`src/rtl/bfs_pkg.sv`:
```
package bfs_pkg;
  typedef enum logic [1:0] {
    ST_OFF   = 2'b00,
    ST_RUN   = 2'b01,
    ST_FAULT = 2'b10,
    ST_HOT   = 2'b11
  } sup_state_e;

  typedef enum logic [1:0] {
    FC_NONE = 2'b00,
    FC_OC   = 2'b01,
    FC_UV   = 2'b10,
    FC_OV   = 2'b11
  } fault_code_e;
endpackage

```
`src/rtl/bfs_supply_latch.sv`:
```
module bfs_supply_latch (
  input  logic clk,
  input  logic rst,
  input  logic above_on,
  input  logic below_off,
  output logic supply_ok
);
  // Hysteretic supply-good state: the falling flag has priority.
  always_ff @(posedge clk) begin
    if (rst)            supply_ok <= 1'b0;
    else if (below_off) supply_ok <= 1'b0;
    else if (above_on)  supply_ok <= 1'b1;
  end

  AST_UVLO_FALL_CLEARS: assert property (@(posedge clk) disable iff (rst)
    $past(below_off) |-> !supply_ok);
endmodule

```
`src/rtl/bfs_persist_cnt.sv`:
```
module bfs_persist_cnt #(
  parameter int LIMIT = 16
) (
  input  logic clk,
  input  logic rst,
  input  logic clr,
  input  logic tick,
  input  logic cond,
  output logic hit
);
  localparam int CW = $clog2(LIMIT + 1);
  localparam logic [CW-1:0] LIM_V = CW'(LIMIT);

  logic [CW-1:0] cnt;

  // Counts switching periods in which the flag was high, back to back.
  always_ff @(posedge clk) begin
    if (rst || clr) begin
      cnt <= '0;
    end else if (tick) begin
      if (!cond)              cnt <= '0;
      else if (cnt != LIM_V)  cnt <= cnt + 1'b1;
    end
  end

  assign hit = (cnt == LIM_V);

  AST_CLEAN_TICK_RESETS: assert property (@(posedge clk) disable iff (rst)
    $past(tick && !cond && !clr) |-> !hit);
endmodule

```
`src/rtl/bfs_restart_timer.sv`:
```
module bfs_restart_timer #(
  parameter int TICKS = 64
) (
  input  logic clk,
  input  logic rst,
  input  logic run,
  input  logic tick,
  output logic done
);
  localparam int CW = $clog2(TICKS + 1);
  localparam logic [CW-1:0] LAST = CW'(TICKS - 1);

  logic [CW-1:0] cnt;

  always_ff @(posedge clk) begin
    if (rst || !run)          cnt <= '0;
    else if (tick && cnt != LAST) cnt <= cnt + 1'b1;
  end

  assign done = run && tick && (cnt == LAST);
endmodule

```
`src/rtl/buck_fault_supervisor.sv`:
```
module buck_fault_supervisor
  import bfs_pkg::*;
#(
  parameter int OC_TICKS      = 16,
  parameter int UV_TICKS      = 16,
  parameter int OV_TICKS      = 2,
  parameter int RESTART_TICKS = 64
) (
  input  logic       clk,
  input  logic       rst,
  input  logic       tick,
  input  logic       auto_restart,
  input  logic       en,
  input  logic       vcc_above_on,
  input  logic       vcc_below_off,
  input  logic       ss_prot_ok,
  input  logic       ss_ldo_ok,
  input  logic       ilim_trip,
  input  logic       fb_under,
  input  logic       fb_over,
  input  logic       fb_release,
  input  logic       temp_hot,
  input  logic       temp_cool,
  output logic       pwm_en,
  output logic       drv_off,
  output logic       ls_crowbar,
  output logic       ldo_en,
  output logic       ss_release,
  output logic       dischg_en,
  output logic [1:0] fault_code
);
  sup_state_e  st, st_n;
  fault_code_e code, code_n;
  logic supply_ok;
  logic oc_hit, uv_hit, ov_hit;
  logic crowbar;
  logic restart_done;
  logic prot_clr;

  bfs_supply_latch u_supply (
    .clk       (clk),
    .rst       (rst),
    .above_on  (vcc_above_on),
    .below_off (vcc_below_off),
    .supply_ok (supply_ok)
  );

  // Current and under-voltage counting only while running and armed.
  assign prot_clr = (st != ST_RUN) || !ss_prot_ok;

  bfs_persist_cnt #(.LIMIT(OC_TICKS)) u_oc_cnt (
    .clk(clk), .rst(rst), .clr(prot_clr), .tick(tick), .cond(ilim_trip), .hit(oc_hit)
  );

  bfs_persist_cnt #(.LIMIT(UV_TICKS)) u_uv_cnt (
    .clk(clk), .rst(rst), .clr(prot_clr), .tick(tick), .cond(fb_under), .hit(uv_hit)
  );

  // Over-voltage is armed by enable alone.
  bfs_persist_cnt #(.LIMIT(OV_TICKS)) u_ov_cnt (
    .clk(clk), .rst(rst), .clr(!en), .tick(tick), .cond(fb_over), .hit(ov_hit)
  );

  bfs_restart_timer #(.TICKS(RESTART_TICKS)) u_restart (
    .clk  (clk),
    .rst  (rst),
    .run  ((st == ST_FAULT) && auto_restart),
    .tick (tick),
    .done (restart_done)
  );

  // Crowbar: release level has priority over a still-high detector.
  always_ff @(posedge clk) begin
    if (rst)             crowbar <= 1'b0;
    else if (fb_release) crowbar <= 1'b0;
    else if (ov_hit)     crowbar <= 1'b1;
  end

  always_comb begin
    st_n   = st;
    code_n = code;
    if (!supply_ok || !en) begin
      st_n   = ST_OFF;
      code_n = FC_NONE;
    end else begin
      unique case (st)
        ST_OFF: if (!temp_hot) st_n = ST_RUN;
        ST_RUN: begin
          if (temp_hot) begin
            st_n = ST_HOT;
          end else if (crowbar && ss_prot_ok) begin
            st_n = ST_FAULT; code_n = FC_OV;
          end else if (oc_hit) begin
            st_n = ST_FAULT; code_n = FC_OC;
          end else if (uv_hit) begin
            st_n = ST_FAULT; code_n = FC_UV;
          end
        end
        ST_FAULT: if (restart_done) begin
          st_n = ST_OFF; code_n = FC_NONE;
        end
        ST_HOT: if (temp_cool) st_n = ST_OFF;
        default: st_n = ST_OFF;
      endcase
    end
  end

  always_ff @(posedge clk) begin
    if (rst) begin
      st   <= ST_OFF;
      code <= FC_NONE;
    end else begin
      st   <= st_n;
      code <= code_n;
    end
  end

  // Registered outputs.
  always_ff @(posedge clk) begin
    if (rst) begin
      pwm_en     <= 1'b0;
      drv_off    <= 1'b0;
      ls_crowbar <= 1'b0;
      ldo_en     <= 1'b0;
      ss_release <= 1'b0;
      dischg_en  <= 1'b1;
    end else begin
      pwm_en     <= (st == ST_RUN) && !crowbar;
      drv_off    <= ((st == ST_FAULT) || (st == ST_HOT)) && !crowbar;
      ls_crowbar <= crowbar;
      ldo_en     <= (st == ST_RUN) && ss_ldo_ok;
      ss_release <= (st == ST_RUN);
      dischg_en  <= !((st == ST_RUN) && !crowbar);
    end
  end

  assign fault_code = code;

  AST_RELEASE_NEEDS_EN: assert property (@(posedge clk) disable iff (rst)
    $rose(ss_release) |-> $past(en, 2));
  AST_LDO_GATED: assert property (@(posedge clk) disable iff (rst)
    ldo_en |-> $past(ss_ldo_ok));
  AST_CROWBAR_RELEASE: assert property (@(posedge clk) disable iff (rst)
    $fell(ls_crowbar) |-> $past(fb_release, 2));
  AST_OC_MASKED: assert property (@(posedge clk) disable iff (rst)
    (fault_code == 2'b01) && ($past(fault_code) != 2'b01) |-> $past(ss_prot_ok, 2));
  AST_LATCH_HOLD: assert property (@(posedge clk) disable iff (rst)
    (st == ST_FAULT) && !auto_restart && en && supply_ok |=> (st == ST_FAULT));
  AST_DISCHG_OPPOSES_PWM: assert property (@(posedge clk) disable iff (rst)
    pwm_en |-> !dischg_en);
endmodule

```
`config.mk`:
```
export PLATFORM = sky130hd
export DESIGN_NAME = buck_fault_supervisor
export DESIGN_NICKNAME = d
export VERILOG_FILES = /design/src/rtl/bfs_pkg.sv /design/src/rtl/bfs_supply_latch.sv /design/src/rtl/bfs_persist_cnt.sv /design/src/rtl/bfs_restart_timer.sv /design/src/rtl/buck_fault_supervisor.sv
export SDC_FILE = /design/constraint.sdc
export NUM_CORES = 1
export LEC_CHECK = 0
export CAP_MARGIN = 30
export CORE_MARGIN = 2
export CORE_UTILIZATION = 40
export DETAILED_ROUTE_END_ITERATION = 10
export HOLD_SLACK_MARGIN = 0.02
export SYNTH_ARGS = -nofsm -noshare
export SYNTH_HDL_FRONTEND = slang
export SYNTH_SLANG_ARGS = --single-unit
```
`constraint.sdc`:
```
create_clock -name clk -period 2.2 [get_ports clk]
set_input_delay 0.44 -clock clk [delete_from_list [all_inputs] [get_ports clk]]
set_output_delay 0.44 -clock clk [all_outputs]
set_load 0.01 [all_outputs]
```
**Word-level counts from Yosys, hierarchy flattened**

Cells that the tools add are included.

- Logic and storage cells: 87
- Memory bits (read-only): 0
- Bits in latches: 0
- Register bits: 31
- Memory bits (writable): 0
- Memories: 0
- Input bits: 15
- Output and inout port bits: 8

- $mul: 0
- Shift operators: 0
- Bitwise operators: 0
- Reductions and logical operators: 30
- Order comparisons: 0
- Add/sub/neg operators: 4
- Multiplexer cells: 18
- Equality and inequality tests: 21
- Divide/modulo/power cells: 0

Operators with widths:

| cell | count |
|---|---|
| two-way mux 2 bit | 12 |
| two-way mux 5 bit | 4 |
| adder 5 x 1 -> 5 bit, second input constant | 2 |
| equality test 5 bit, second input constant | 2 |
| inequality test 2 bit, second input constant | 5 |
| inequality test 5 bit, second input constant | 2 |
| logical AND 1 bit | 8 |
| inequality test 2 x 1 -> 1 bit, second input constant | 4 |
| one-hot mux 2 bit (4 select lines) | 1 |
| AND reduction 4 bit | 2 |
| adder 7 x 1 -> 7 bit, second input constant | 1 |
| equality test 7 x 6 -> 1 bit, second input constant | 1 |
| inequality test 7 x 6 -> 1 bit, second input constant | 1 |
| equality test 2 bit, second input constant | 3 |
| logical NOT 1 bit | 6 |
| logical OR 1 bit | 6 |
| AND reduction 2 bit | 3 |
| OR reduction 2 bit | 3 |
| inequality test 5 x 4 -> 1 bit, second input constant | 1 |
| inequality test 4 x 3 -> 1 bit, second input constant | 1 |
| one-hot mux 2 bit (2 select lines) | 1 |
| adder 2 x 1 -> 2 bit, second input constant | 1 |
| equality test 2 x 1 -> 1 bit, second input constant | 1 |
| logical NOT 2 bit | 1 |
| nonzero test 2 bit | 1 |

**Depth between registers and ports, before layout**

- Depth in word-level cells: 6
- Mapped depth: 6

**Hierarchy**

From an unflattened synthesis, not the netlist that was laid out.

- Cell total of the unflattened synthesis: 181
- Area total of the unflattened synthesis: 1605.3 µm²

By module, submodules not included:

| module | cells each | area an instance (µm²) | instances | sequential area each (µm²) |
|---|---|---|---|---|
| bfs_persist_cnt at u_oc_cnt ... | 36 | 292.8 | 2 | 100.1 |
| buck_fault_supervisor | 56 | 516.7 | 1 | 220.2 |
| bfs_restart_timer | 38 | 355.3 | 1 | 140.1 |
| bfs_persist_cnt at u_ov_cnt | 12 | 113.9 | 1 | 40.0 |
| bfs_supply_latch | 3 | 33.8 | 1 | 20.0 |

**Worst setup path before layout**

Ideal clock, no wire load.

- Path type: reg-to-reg
- From: register st[0]
- To: register code[0], in the netlist fault_code[0]
- Slack: 0.614 ns
- Path buffers: 0
- Library setup time: 0.117 ns
- Required time: 2.083 ns
- Clock period less this slack: 1.586 ns
- Stages on the path, launching flop included: 7
- Arrival: 1.468 ns
- Cells stage by stage: dfxtp_1 inv_1 ha_1 a21bo_2 a41oi_1 nand2_1 a32o_1

- Word-level cells in the longest chain between the ends: 6
- Elaborated cells on any way between the ends: 11
- Those cells by class: eq/ne (5); mux (1); reduce/logical (5)

RTL lines:

| item | RTL line | source |
|---|---|---|
| start: declaration | buck_fault_supervisor.sv:32 | `sup_state_e st, st_n;` |
| start signal: assignment | buck_fault_supervisor.sv:113 | `st <= st_n;` |
| equality test 2 bit | buck_fault_supervisor.sv:67, buck_fault_supervisor.sv:86 |  |
| logical AND 1 bit | buck_fault_supervisor.sv:67 | `.run ((st == ST_FAULT) && auto_restart),` |
| logical AND 1 bit (2 in a row) | bfs_restart_timer.sv:20 | `assign done = run && tick && (cnt == LAST);` |
| inequality test 2 bit (no line) | -- |  |
| AND reduction 4 bit (no line) | -- |  |
| end signal: assignment | buck_fault_supervisor.sv:114 | `code <= code_n;` |
| end: declaration | buck_fault_supervisor.sv:33 | `fault_code_e code, code_n;` |

Several ways; a longest one is shown, not always the timed one.
A chain may end at the register's enable or synchronous reset.

**Worst setup path after layout**

- From: register st[0]
- To: register code[1], in the netlist fault_code[1]

Same word-level chain as after synthesis.

==> metrics.yaml <==
outcome: "finished, final reports clean"
clock_latency_ns: 0.28
ff2ff_setup_slack_ns: 0.47
dp_hpwl_um: 2440
ys_seq_elements: 31
wl_met1_um: 1360
met3_wirelength_um: 140
clk_pin_slew_ns: 0.07
crit_fanout: 5
syn_nets: 191
viasPerCell: 5.06
hold_path_class: "reg -> reg"
slew_headroom_pct: 72.5
cts_tree: "done"
synthesis.area_um2: 1540
cts_resized: 0
synth-edff-count: 0
gp_congestion: 0.752
p_leak_nw: 0.694
maxSlewViolCount: 0
fp.dieH_um: 66.1
clockBufferDepth: 2
end_kind: "flop"
grt_setup_unrepaired: "no"
drc_errors: 0
fp.coreArea_um2: 3690
n_antenna_cell: 0
io_buffers: 22
drtAntennaViolNets: 0
grt_pass1_vias: 1192
top_layer: "met4"
ys.flop_type: "dfxtp_1"
crit_arrival_ns: 1.90
fin_cells: 245
cts_sinks: 31
synth_warnings: 0
htreeDepth: 2
fmax_ghz: 0.578
cap_violations: 0
ys_seq_area_share_pct: 40.2
crit_type: "reg -> reg"
layout-drive-gt1-share_pct: 11.2
num_rows: 22
syn_avg_cell_area_um2: 9.36
postCtsHoldBufs: 0
tns_ns: 0
worstSetupStartpointType: "flop"
firstDrtPassIters: 5
grt_use_total_pct: 15.8
grt_max_degree: 13
tightest_slew_ns: 0.411
period_needed_ns: 1.73
antenna_found_initial: 0
skew_ns: 0.00605
grt_pass1_wl_um: 5150
worstPathRequired_ns: 2.37
ys_types: 38
setup_violations: 0
ios: 23
final_common_cell: "dfxtp_1"
ctsRootBufferMaster: "clkbuf_8"
layout_common_cells: "31 x dfxtp_1, 22 x clkdlybuf4s50_1, 20 x nor2_1"
wl_met2_um: 1520
place_inst: 237
vias: 1239
finalCritPeriodShare_pct: 78.6
routed_wl_um: 3080
routedWlPerCell_um: 12.6
fp.dieW_um: 66.1
netlist_instances: 165
ir_worst_vdd_v: 0.000329
hold_viol: 0
synth_area_leaders: "dfxtp_1 40%, ha_1 8.9%, nor2_1 4.9%, nand2_1 4.1%, xor2_1 4.0%"
drt_iter0_drc: 32
power.density_nw_per_um2: 581
synth_top_area_cell: "dfxtp_1"
fin_nets: 222
gr-total-overflow: 0
cts_setup_buffers: 0
cts_made_buffers: 5
synthArstFlopShare_pct: 0
synthToLayoutAreaGrowth_pct: 25.4
die_area_um2: 4370
synth.top_cell.area_share_pct: 40.2
start_util_pct: 41.9
## layout make-up
cell class	instances	area, µm²
clock buffers	8	100
fillers	367	1750
inverters	12	45.0
multi-input cells	120	861
flip-flops and latches	31	621
well taps	48	60.1
repair buffers	26	250
## sequential cells by signal, indices dropped and copies added (netlist names)
signal              flops
st                      2
u_uv_cnt.cnt            5
u_supply.supply_ok      1
ldo_en                  1
drv_off                 1
u_oc_cnt.cnt            5
u_restart.cnt           7
crowbar                 1
pwm_en                  1
dischg_en               1
fault_code              2
u_ov_cnt.cnt            2
ss_release              1
ls_crowbar              1
## through the flow
stage                     area [µm²]  utilization [%]  hold slack, ns  power (mW)  setup WS (ns)
final                           1940             52.5           0.506        1.12          0.471
after global routing            1940             52.5           0.539        1.17          0.285
after CTS                       1940             52.5           0.504        1.14          0.458
after detailed placement        1840             49.8           0.488       0.646          0.270
after global placement          1840             49.8           0.482       0.644          0.325
after floorplan                 1540                -           0.457       0.607          0.614
## where the power goes
part / internal, mW / total (mW) / switching, mW
logic: 0.0381 / 0.0671 / 0.0290
registers: 0.564 / 0.565 / 0.00148
clock network: 0.285 / 0.492 / 0.207
## cell families after synthesis
group | count (synthesis) | synth area share (%)
simple gates | 70 | 24.7
flops | 31 | 40.2
fa+ha+maj | 11 | 8.91
xor+xnor | 9 | 5.11
buf+inv | 14 | 4.05
mux | 4 | 2.67
compound gates | 26 | 14.3
## cells in the mapped netlist (2+ instances only)
cell / count
a211oi_1: 5
a21oi_1: 8
a32o_1: 2
and2_1: 2
dfxtp_1: 31
ha_1: 11
inv_1: 12
mux2i_1: 3
nand2_1: 17
nand2b_1: 2
nand3_1: 3
nand4_1: 4
nor2_1: 20
nor2b_1: 4
nor3_1: 7
o21ai_0: 4
or3_1: 2
xnor2_1: 2
xor2_1: 7
## metal layers
layer  up-vias  track usage [%]
li1        628                -
met1       575             17.7
met2        29             26.8
met3         7             5.79
met4         0             6.89
met5         -                0
## worst max-delay path, cell delays in order, from the launching register on
cell,delay (ns)
dfxtp_1,0.40
inv_1,0.08
ha_1,0.28
a21bo_2,0.22
a41oi_1,0.25
nand2_1,0.12
a32o_1,0.27
## path summary, 6_finish.rpt
kind,start,end,depth (start not counted)
worst max-delay path,st[0],fault_code[1],6
worst min-delay path,u_ov_cnt.cnt[1],u_ov_cnt.cnt[1],2
worst min register to register,u_ov_cnt.cnt[1],u_ov_cnt.cnt[1],2
worst max register to register,st[0],fault_code[1],6
Power figures use the tool's default switching activity.
